### src/rtl/chsel_pkg.sv
package chsel_pkg;
    localparam int REG_W = 8;

    typedef enum logic [1:0] {
        PH_IDLE,
        PH_SHIFT,
        PH_ACK,
        PH_DROP
    } phase_e;

    typedef enum logic [1:0] {
        BK_ADDR,
        BK_PTR,
        BK_DATA
    } byte_kind_e;
endpackage

### src/rtl/chsel_bus_sync.sv
module chsel_bus_sync (
    input  logic clk,
    input  logic rst_n,
    input  logic scl_i,
    input  logic sda_i,
    output logic scl_rise_o,
    output logic scl_fall_o,
    output logic sda_o,
    output logic start_o,
    output logic stop_o
);
    typedef struct packed {
        logic [1:0] scl_m;
        logic [1:0] sda_m;
        logic       scl_p;
        logic       sda_p;
    } smp_t;

    smp_t q, d;

    always_comb begin
        d       = q;
        d.scl_m = {q.scl_m[0], scl_i};
        d.sda_m = {q.sda_m[0], sda_i};
        d.scl_p = q.scl_m[1];
        d.sda_p = q.sda_m[1];
    end

    always_ff @(posedge clk or negedge rst_n) begin
        if (!rst_n) q <= '1;
        else        q <= d;
    end

    assign sda_o      = q.sda_m[1];
    assign scl_rise_o = q.scl_m[1] & ~q.scl_p;
    assign scl_fall_o = ~q.scl_m[1] & q.scl_p;
    assign start_o    = q.scl_m[1] & q.scl_p & q.sda_p & ~q.sda_m[1];
    assign stop_o     = q.scl_m[1] & q.scl_p & ~q.sda_p & q.sda_m[1];
endmodule

### src/rtl/chsel_byte_engine.sv
module chsel_byte_engine
    import chsel_pkg::*;
#(
    parameter int          N_CH     = 3,
    parameter logic [5:0]  ADDR_HI6 = 6'h25
) (
    input  logic                  clk,
    input  logic                  rst_n,
    input  logic                  scl_rise_i,
    input  logic                  scl_fall_i,
    input  logic                  sda_i,
    input  logic                  start_i,
    input  logic                  stop_i,
    input  logic                  strap_i,
    output logic                  ack_oe_o,
    output logic [N_CH*REG_W-1:0] regs_o
);
    localparam int PTR_W = (N_CH > 1) ? $clog2(N_CH) : 1;
    localparam logic [PTR_W-1:0] PTR_LAST = PTR_W'(N_CH - 1);

    typedef struct packed {
        phase_e                  ph;
        byte_kind_e              kind;
        logic [REG_W-1:0]        sh;
        logic [3:0]              cnt;
        logic                    ack_oe;
        logic [PTR_W-1:0]        ptr;
        logic                    ptr_ok;
        logic [N_CH*REG_W-1:0]   regs;
    } eng_t;

    localparam eng_t ENG_RST = '{
        ph: PH_IDLE, kind: BK_ADDR, sh: '0, cnt: '0,
        ack_oe: 1'b0, ptr: '0, ptr_ok: 1'b0, regs: '0
    };

    eng_t q, d;

    always_comb begin
        d = q;
        unique case (q.ph)
            PH_SHIFT: begin
                if (scl_rise_i && q.cnt < 4'd8) begin
                    d.sh  = {q.sh[REG_W-2:0], sda_i};
                    d.cnt = q.cnt + 4'd1;
                end else if (scl_fall_i && q.cnt == 4'd8) begin
                    unique case (q.kind)
                        BK_ADDR: begin
                            if (q.sh[7:1] == {ADDR_HI6, strap_i} && !q.sh[0]) begin
                                d.ack_oe = 1'b1;
                                d.ph     = PH_ACK;
                            end else begin
                                d.ph     = PH_DROP;
                            end
                        end
                        BK_PTR: begin
                            d.ack_oe = 1'b1;
                            d.ph     = PH_ACK;
                            d.ptr_ok = (32'(q.sh) < N_CH);
                            d.ptr    = q.sh[PTR_W-1:0];
                        end
                        default: begin
                            d.ack_oe = 1'b1;
                            d.ph     = PH_ACK;
                        end
                    endcase
                end
            end
            PH_ACK: begin
                if (scl_fall_i) begin
                    d.ack_oe = 1'b0;
                    d.ph     = PH_SHIFT;
                    d.cnt    = '0;
                    unique case (q.kind)
                        BK_ADDR: d.kind = BK_PTR;
                        BK_PTR:  d.kind = BK_DATA;
                        default: begin
                            if (q.ptr_ok) begin
                                d.regs[int'(q.ptr)*REG_W +: REG_W] = q.sh;
                                d.ptr = (q.ptr == PTR_LAST) ? '0 : q.ptr + 1'b1;
                            end
                        end
                    endcase
                end
            end
            default: ;
        endcase

        if (start_i) begin
            d.ph     = PH_SHIFT;
            d.kind   = BK_ADDR;
            d.cnt    = '0;
            d.ack_oe = 1'b0;
        end else if (stop_i) begin
            d.ph     = PH_IDLE;
            d.ack_oe = 1'b0;
        end
    end

    always_ff @(posedge clk or negedge rst_n) begin
        if (!rst_n) q <= ENG_RST;
        else        q <= d;
    end

    assign ack_oe_o = q.ack_oe;
    assign regs_o   = q.regs;
endmodule

### src/rtl/chsel_chan_decode.sv
module chsel_chan_decode #(
    parameter int N_IN     = 9,
    parameter int GAIN_MAX = 11
) (
    input  logic [7:0]      cfg_i,
    output logic [N_IN-1:0] sel_o,
    output logic            mute_o,
    output logic [3:0]      gain_o
);
    localparam logic [3:0] GAIN_TOP = 4'(GAIN_MAX);

    always_comb begin
        sel_o  = '0;
        mute_o = 1'b1;
        for (int k = 0; k < N_IN; k++) begin
            if (cfg_i[3:0] == 4'(k + 1)) begin
                sel_o[k] = 1'b1;
                mute_o   = 1'b0;
            end
        end
        gain_o = (cfg_i[7:4] > GAIN_TOP) ? GAIN_TOP : cfg_i[7:4];
    end
endmodule

### src/rtl/chsel_i2c_target.sv
module chsel_i2c_target
    import chsel_pkg::*;
#(
    parameter int         N_CH     = 3,
    parameter int         N_IN     = 9,
    parameter int         GAIN_MAX = 11,
    parameter logic [5:0] ADDR_HI6 = 6'h25
) (
    input  logic                 clk,
    input  logic                 rst_n,
    input  logic                 addr_sel_i,
    input  logic                 scl_i,
    input  logic                 sda_i,
    output logic                 sda_oe_o,
    output logic [N_CH*N_IN-1:0] route_sel_o,
    output logic [N_CH-1:0]      route_mute_o,
    output logic [N_CH*4-1:0]    gain_code_o
);
    logic scl_rise, scl_fall, sda_s, start_p, stop_p;
    logic [N_CH*REG_W-1:0] regs;

    chsel_bus_sync u_sync (
        .clk        (clk),
        .rst_n      (rst_n),
        .scl_i      (scl_i),
        .sda_i      (sda_i),
        .scl_rise_o (scl_rise),
        .scl_fall_o (scl_fall),
        .sda_o      (sda_s),
        .start_o    (start_p),
        .stop_o     (stop_p)
    );

    chsel_byte_engine #(.N_CH(N_CH), .ADDR_HI6(ADDR_HI6)) u_eng (
        .clk        (clk),
        .rst_n      (rst_n),
        .scl_rise_i (scl_rise),
        .scl_fall_i (scl_fall),
        .sda_i      (sda_s),
        .start_i    (start_p),
        .stop_i     (stop_p),
        .strap_i    (addr_sel_i),
        .ack_oe_o   (sda_oe_o),
        .regs_o     (regs)
    );

    for (genvar c = 0; c < N_CH; c++) begin : g_chan
        chsel_chan_decode #(.N_IN(N_IN), .GAIN_MAX(GAIN_MAX)) u_dec (
            .cfg_i  (regs[c*REG_W +: REG_W]),
            .sel_o  (route_sel_o[c*N_IN +: N_IN]),
            .mute_o (route_mute_o[c]),
            .gain_o (gain_code_o[c*4 +: 4])
        );
    end
endmodule

### config.mk
export PLATFORM = sky130hd
export DESIGN_NAME = chsel_i2c_target
export DESIGN_NICKNAME = d
export VERILOG_FILES = /design/src/rtl/chsel_pkg.sv /design/src/rtl/chsel_bus_sync.sv /design/src/rtl/chsel_byte_engine.sv /design/src/rtl/chsel_chan_decode.sv /design/src/rtl/chsel_i2c_target.sv
export SDC_FILE = /design/constraint.sdc
export NUM_CORES = 1
export LEC_CHECK = 0
export ABC_AREA = 1
export BUFFER_PORTS_ARGS = -buffer_cell sky130_fd_sc_hd__buf_2
export CORE_ASPECT_RATIO = 0.7
export CORE_UTILIZATION = 55
export CTS_CLUSTER_DIAMETER = 200
export DETAILED_ROUTE_END_ITERATION = 6
export GPL_TIMING_DRIVEN = 0
export HOLD_SLACK_MARGIN = 0.05
export PLACE_DENSITY = 0.78
export SYNTH_ARGS = -nofsm -noshare
export SYNTH_HDL_FRONTEND = slang
export SYNTH_HIERARCHICAL = 1
export SYNTH_SLANG_ARGS = --single-unit
### constraint.sdc
create_clock -name clk -period 2.19 [get_ports clk]
set_input_delay 0.1095 -clock clk [delete_from_list [all_inputs] [get_ports clk]]
set_output_delay 0.1095 -clock clk [all_outputs]
set_load 0.01 [all_outputs]
## Word-level counts from Yosys, hierarchy flattened

Cells that the tools add are included.

| storage, ports and cells | value |
|---|---|
| register bits | 50 |

| cells by class | value |
|---|---|
| $add $sub $neg | 3 |
| order comparisons | 5 |
| equal/unequal tests | 45 |
| shift operators | 2 |
| multiplexer cells | 83 |
| bitwise operators | 13 |
| reduce and logical (&&, ||, !) cells | 20 |

Operators with widths:

| kind | count |
|---|---|
| 1-bit two-way mux | 59 |
| 4-bit by 3-bit == test with 1-bit output, second input constant | 12 |
| 5-bit negator with 33-bit output | 1 |
| 8-bit by 33-bit variable shift with 24-bit output, first input constant | 1 |
| 8-bit by 33-bit indexed part select with 24-bit output | 1 |
| 4-bit two-way mux | 8 |
| 4-bit == test, second input constant | 7 |
| 24-bit bitwise mux | 1 |
| 4-bit by 2-bit == test with 1-bit output, second input constant | 6 |
| 2-bit two-way mux | 10 |
| 7-bit case mux with 2 select lines | 1 |
| 4-bit by 1-bit == test with 1-bit output, second input constant | 3 |
| 4-bit > comparator, second input constant | 3 |
| 4-bit AND reduction | 3 |
| 8-bit by 2-bit < comparator with 1-bit output, second input constant | 1 |
| 4-bit by 3-bit inequality test with 1-bit output, second input constant | 2 |
| 2-bit case mux with 2 select lines | 2 |
| 1-bit AND | 7 |
| 7-bit == test | 1 |
| 7-bit two-way mux | 1 |
| 7-bit AND reduction | 1 |
| 2-bit by 1-bit inequality test with 1-bit output, second input constant | 3 |
| 2-bit inequality test, second input constant | 3 |
| 3-bit by 2-bit inequality test with 1-bit output, second input constant | 2 |
| other kinds (19) | 32 |

## Depth between registers and ports, before layout

| logic depth | value |
|---|---|
| depth in word-level cells | 10 |
| mapped depth | 11 |
| gate-level depth less buffers | 10 |

## Modules after synthesis

Netlist, hierarchy kept.

Modules (own cells, without submodules):

| module | instances | cells each | area each (µm²) |
|---|---|---|---|
| chsel_byte_engine | 1 | 292 | 2396.0 |
| chsel_chan_decode | 3 | 31 | 130.1 |
| chsel_bus_sync | 1 | 17 | 198.9 |

## Worst setup path before layout

No wires, ideal clock.

| timing | value |
|---|---|
| path kind | register to register |
| start | reg u_eng/q[25] (netlist bit) |
| end | reg u_eng.q, in the netlist u_eng/regs_o[0] |
| library setup time | 77 ps |
| arrival time | 1801 ps |
| setup slack | 312 ps |
| cell stages (with the launch flop) | 8 |
| period minus slack after synthesis | 1878 ps |
| path through | dfrtp_1 > buf_1 > inv_1 > ha_1 > buf_2 > nor3_2 > nand2_1 > a21oi_1 |

| on the way | value |
|---|---|
| cells in the longest elaborated chain, start to end | 3 |

RTL lines:

| item | line | source |
|---|---|---|
| start: declaration | chsel_byte_engine.sv:37 | `eng_t q, d;` |
| start signal: assignment | chsel_byte_engine.sv:101 | `if (!rst_n) q <= ENG_RST;` |
| start signal: assignment | chsel_byte_engine.sv:102 | `else q <= d;` |
| 5-bit negator with 33-bit output * | chsel_byte_engine.sv:79 | `d.regs[int'(q.ptr)*REG_W +: REG_W] = q.sh;` |
| 8-bit by 33-bit indexed part select with 24-bit output or 8-bit by 33-bit variable shift with 24-bit output (tied branches) | chsel_byte_engine.sv:79 |  |
| 24-bit bitwise mux * | chsel_byte_engine.sv:79 |  |

Every way passes the cells marked *; elsewhere a longest branch is shown, timed or not.
A chain may end at the register's enable or synchronous reset.

## Final worst setup path

| timing | value |
|---|---|
| start | reg u_eng/q[25] (netlist bit) |
| end | reg u_eng.q, in the netlist u_eng/regs_o[3] |

The elaborated chain is that of the path after synthesis.

==> results.cfg <==
[outcome]
outcome = complete, no violations

[timing]
worst_hold_slack_ns = 0.360
setup_tns_ns = 0
max_clock_freq_mhz = 481
worstMarginPinSlew_ns = 1.07
period_needed_ns = 2.08
clock_skew_ns = 0.0136
slew_headroom_pct = 28.5
rsz0062_at_grt = yes
hold_viol = 0
setup_viol = 0
finalCritPeriodShare_pct = 94.8
maxSlewViolCount = 0

[power]
power_density_nw_per_um2 = 868
vdd_drop_max_v = 0.000580
p_switching_w = 0.00131
p_comb_share_pct = 37.7
p_total_w = 0.00298
p_int_w = 0.00168
leakage_nw = 1.86
clkPwrFrac_pct = 18.8
power_frac_seq_pct = 43.4
p_sw_share_pct = 43.8

[worst_hold_path]
hp-class = flip-flop to flip-flop
hold_depth = 0

[yosys]
synth_fa_ha_area_share_pct = 3.77
synth_xor_area_share_pct = 0.293
syn_avg_cell_area_um2 = 7.43
syn_area_um2 = 2990
seq_area_frac_synth_pct = 42.2
synthSimpleGateAreaFrac_pct = 29.5
yosysUniqueCellTypes = 27
synth-compound-area-share_pct = 9.22
synth_top_family_by_area = simple AND/OR/NAND/NOR gates
syn_inst = 402
ys_warn_count = 6
muxShareOfSynthArea_pct = 0
synth_seq_cells = 50
syn_nets = 416

[floorplan]
initial_core_util_pct = 57.1
die_w_um = 90.1
ioPinCount = 48
core_um2 = 5230
die_y_um = 63.6
die_area_um2 = 5730
num_rows = 22

[flow_run]
drv_cap = 0

[cts]
cts-root-buf = clkbuf_8
clockBufferDepth = 2
clk_latency_ns = 0.31
clkTransAtPathRegs_ns = 0.09
cts_tree = built
ctsHtreeMaxLevel = 2
clock_sinks = 50
cts_buffers = 5

[critical_path]
reg2reg_slack_ns = 0.11
cp_max_fo = 10
cpMostUsedCell = buf_2
crit_path_start_kind = flip-flop
regToRegStartpoint = u_eng/q[25]
r2r-end = u_eng/regs_o[3]
crit_chain = buf_2 > inv_1 > ha_1 > buf_2 > nor3_2 > nand2_1 > a21oi_1
r2r_cells = 7
worstPathRequired_ns = 2.42
criticalPathCategory = flip-flop to flip-flop
critPathBufInv = 3
crit_start = u_eng/q[25]
max_stage_delay_ns = 0.44
endpoint_kind = flip-flop
cp_data_arrival_time_ns = 2.31
cp.depth = 7
endpoint = u_eng/regs_o[3]
path_delay_family = buffers and inverters
crit_slowest_cell = dfrtp_1

[route]
drt-wirelength-per-cell_um = 11.5
drcViolationCount = 0
vias_per_cell = 4.92
drtAntennaViolNets = 0
drtPass1Iterations = 4
routed_wl_um = 6100
vias = 2615
dr.first_iter.drc_count = 268

[placement]
port_buffers = 47
gp_congestion = 0.812
dp_hpwl_um = 4520

[global_route]
antenna_found_initial = 0
grt_pass1_wl_um = 10600
track_usage_pct = 22.8
grt_pass1_vias = 2403
grt_max_degree = 51
overflow = 0

[layout]
final_cell_mix = nand2_1, nor2_1, inv_1, buf_2, dfrtp_1
syn_to_final_growth_pct = 15.1
layout-drive-gt1-share_pct = 22.4
nNetsFinal = 473
final_common_cell = nand2_1
n_antenna_cell = 0
==> how the worst min path moves through the flow <==
| stage | startpoint | to | slack (ns) |
|---|---|---|---|
| detailed placement | scl_i | u_sync/d[5] | 0.22 |
| finish | u_sync/d[5] | u_sync/d[1] | 0.36 |
| global route | u_sync/d[5] | u_sync/d[1] | 0.37 |
| floorplan | rst_n | u_eng/ack_oe_o | -0.19 |
| CTS | u_sync/d[5] | u_sync/d[1] | 0.36 |
| global placement | sda_i | u_sync/d[3] | 0.21 |
==> metal layers <==
layer  vias up  track usage (%)  wire length, um
met3         8             3.86              226
met4         0             6.25               59
li1       1355                -                -
met2        57             36.8             2810
met1      1195             31.9             3000
met5         -                0                0
==> layout make-up <==
cell class                      instances  area (um^2)
Clock buffer                            6         82.6
Buffer                                 35          243
Sequential cell                        50         1260
Clock inverter                          2         12.5
Inverter                               55          206
Tap cell                               72         90.1
Timing Repair Buffer                   50          265
Fill cell                             452         1790
Multi-Input combinational cell        262         1280
==> power groups by stage <==
stage          logic (W)  registers, W  clock network (W)
2_1_floorplan   0.000865       0.00123                  0
3_3_place_gp     0.00105       0.00131                  0
3_5_place_dp     0.00110       0.00131                  0
4_1_cts          0.00111       0.00129           0.000578
5_1_grt          0.00129       0.00132           0.000616
6_report         0.00113       0.00130           0.000562
==> state kept, by name, summed over array words and instances (netlist names) <==
signal	flops
u_eng/q	19
u_sync/q	2
u_eng/ack_oe_o	1
u_eng/regs_o	24
u_sync/d	3
u_sync/sda_o	1
==> through the flow <==
step / cells / utilization (%) / worst slack, ns / area [um^2]
3_3_place_gp: 521 / 63.3 / 0.00881 / 3310
4_1_cts: 532 / 65.7 / 0.143 / 3440
6_report: 532 / 65.7 / 0.113 / 3440
3_5_place_dp: 521 / 63.3 / -0.0326 / 3310
5_1_grt: 532 / 65.7 / -0.0617 / 3440
2_1_floorplan: 402 / - / 0.312 / 2990
==> synthesized netlist by cell type, drive strengths merged <==
cell,instances,area share [%]
nand3b,1,0.38
a21oi,21,3.5
dfrtp,44,37
o2111ai,1,0.29
buf,29,7.3
dfstp,6,5.3
xor2,1,0.29
a31oi,1,0.21
o21bai,6,1.5
inv,55,6.9
nor3b,1,0.25
nand2,86,11
nor3,2,0.50
nand3,11,1.8
ha,9,3.8
o21ai,22,3.7
or2,1,0.21
clkbuf,6,0.75
nor2,81,11
nand4,18,4.3
==> worst reg2reg max path, delay by kind of cell (launching register included) <==
family	cells	cell delay (ns)
AO/OA/AOI/OAI	1	0.16
adder cells (fa/ha/maj)	1	0.30
buffers and inverters	3	0.56
flip-flops	1	0.44
AND/OR/NAND/NOR	2	0.55
==> what timing repair did <==
item,in CTS,in global routing
resized for setup,1,0
hold buffers,3,0
hold endpoints to repair,44,0
setup buffers,0,0
setup endpoints to repair,12,13
gates cloned,0,0
==> kinds of logic after synthesis <==
| group | count (synthesis) |
|---|---|
| AO/OA/AOI/OAI | 51 |
| XOR/XNOR | 1 |
| adder cells (fa/ha/maj) | 9 |
| buffers and inverters | 90 |
| flip-flops | 50 |
| AND/OR/NAND/NOR | 201 |
Note: power is estimated with default switching activity, not from simulation.
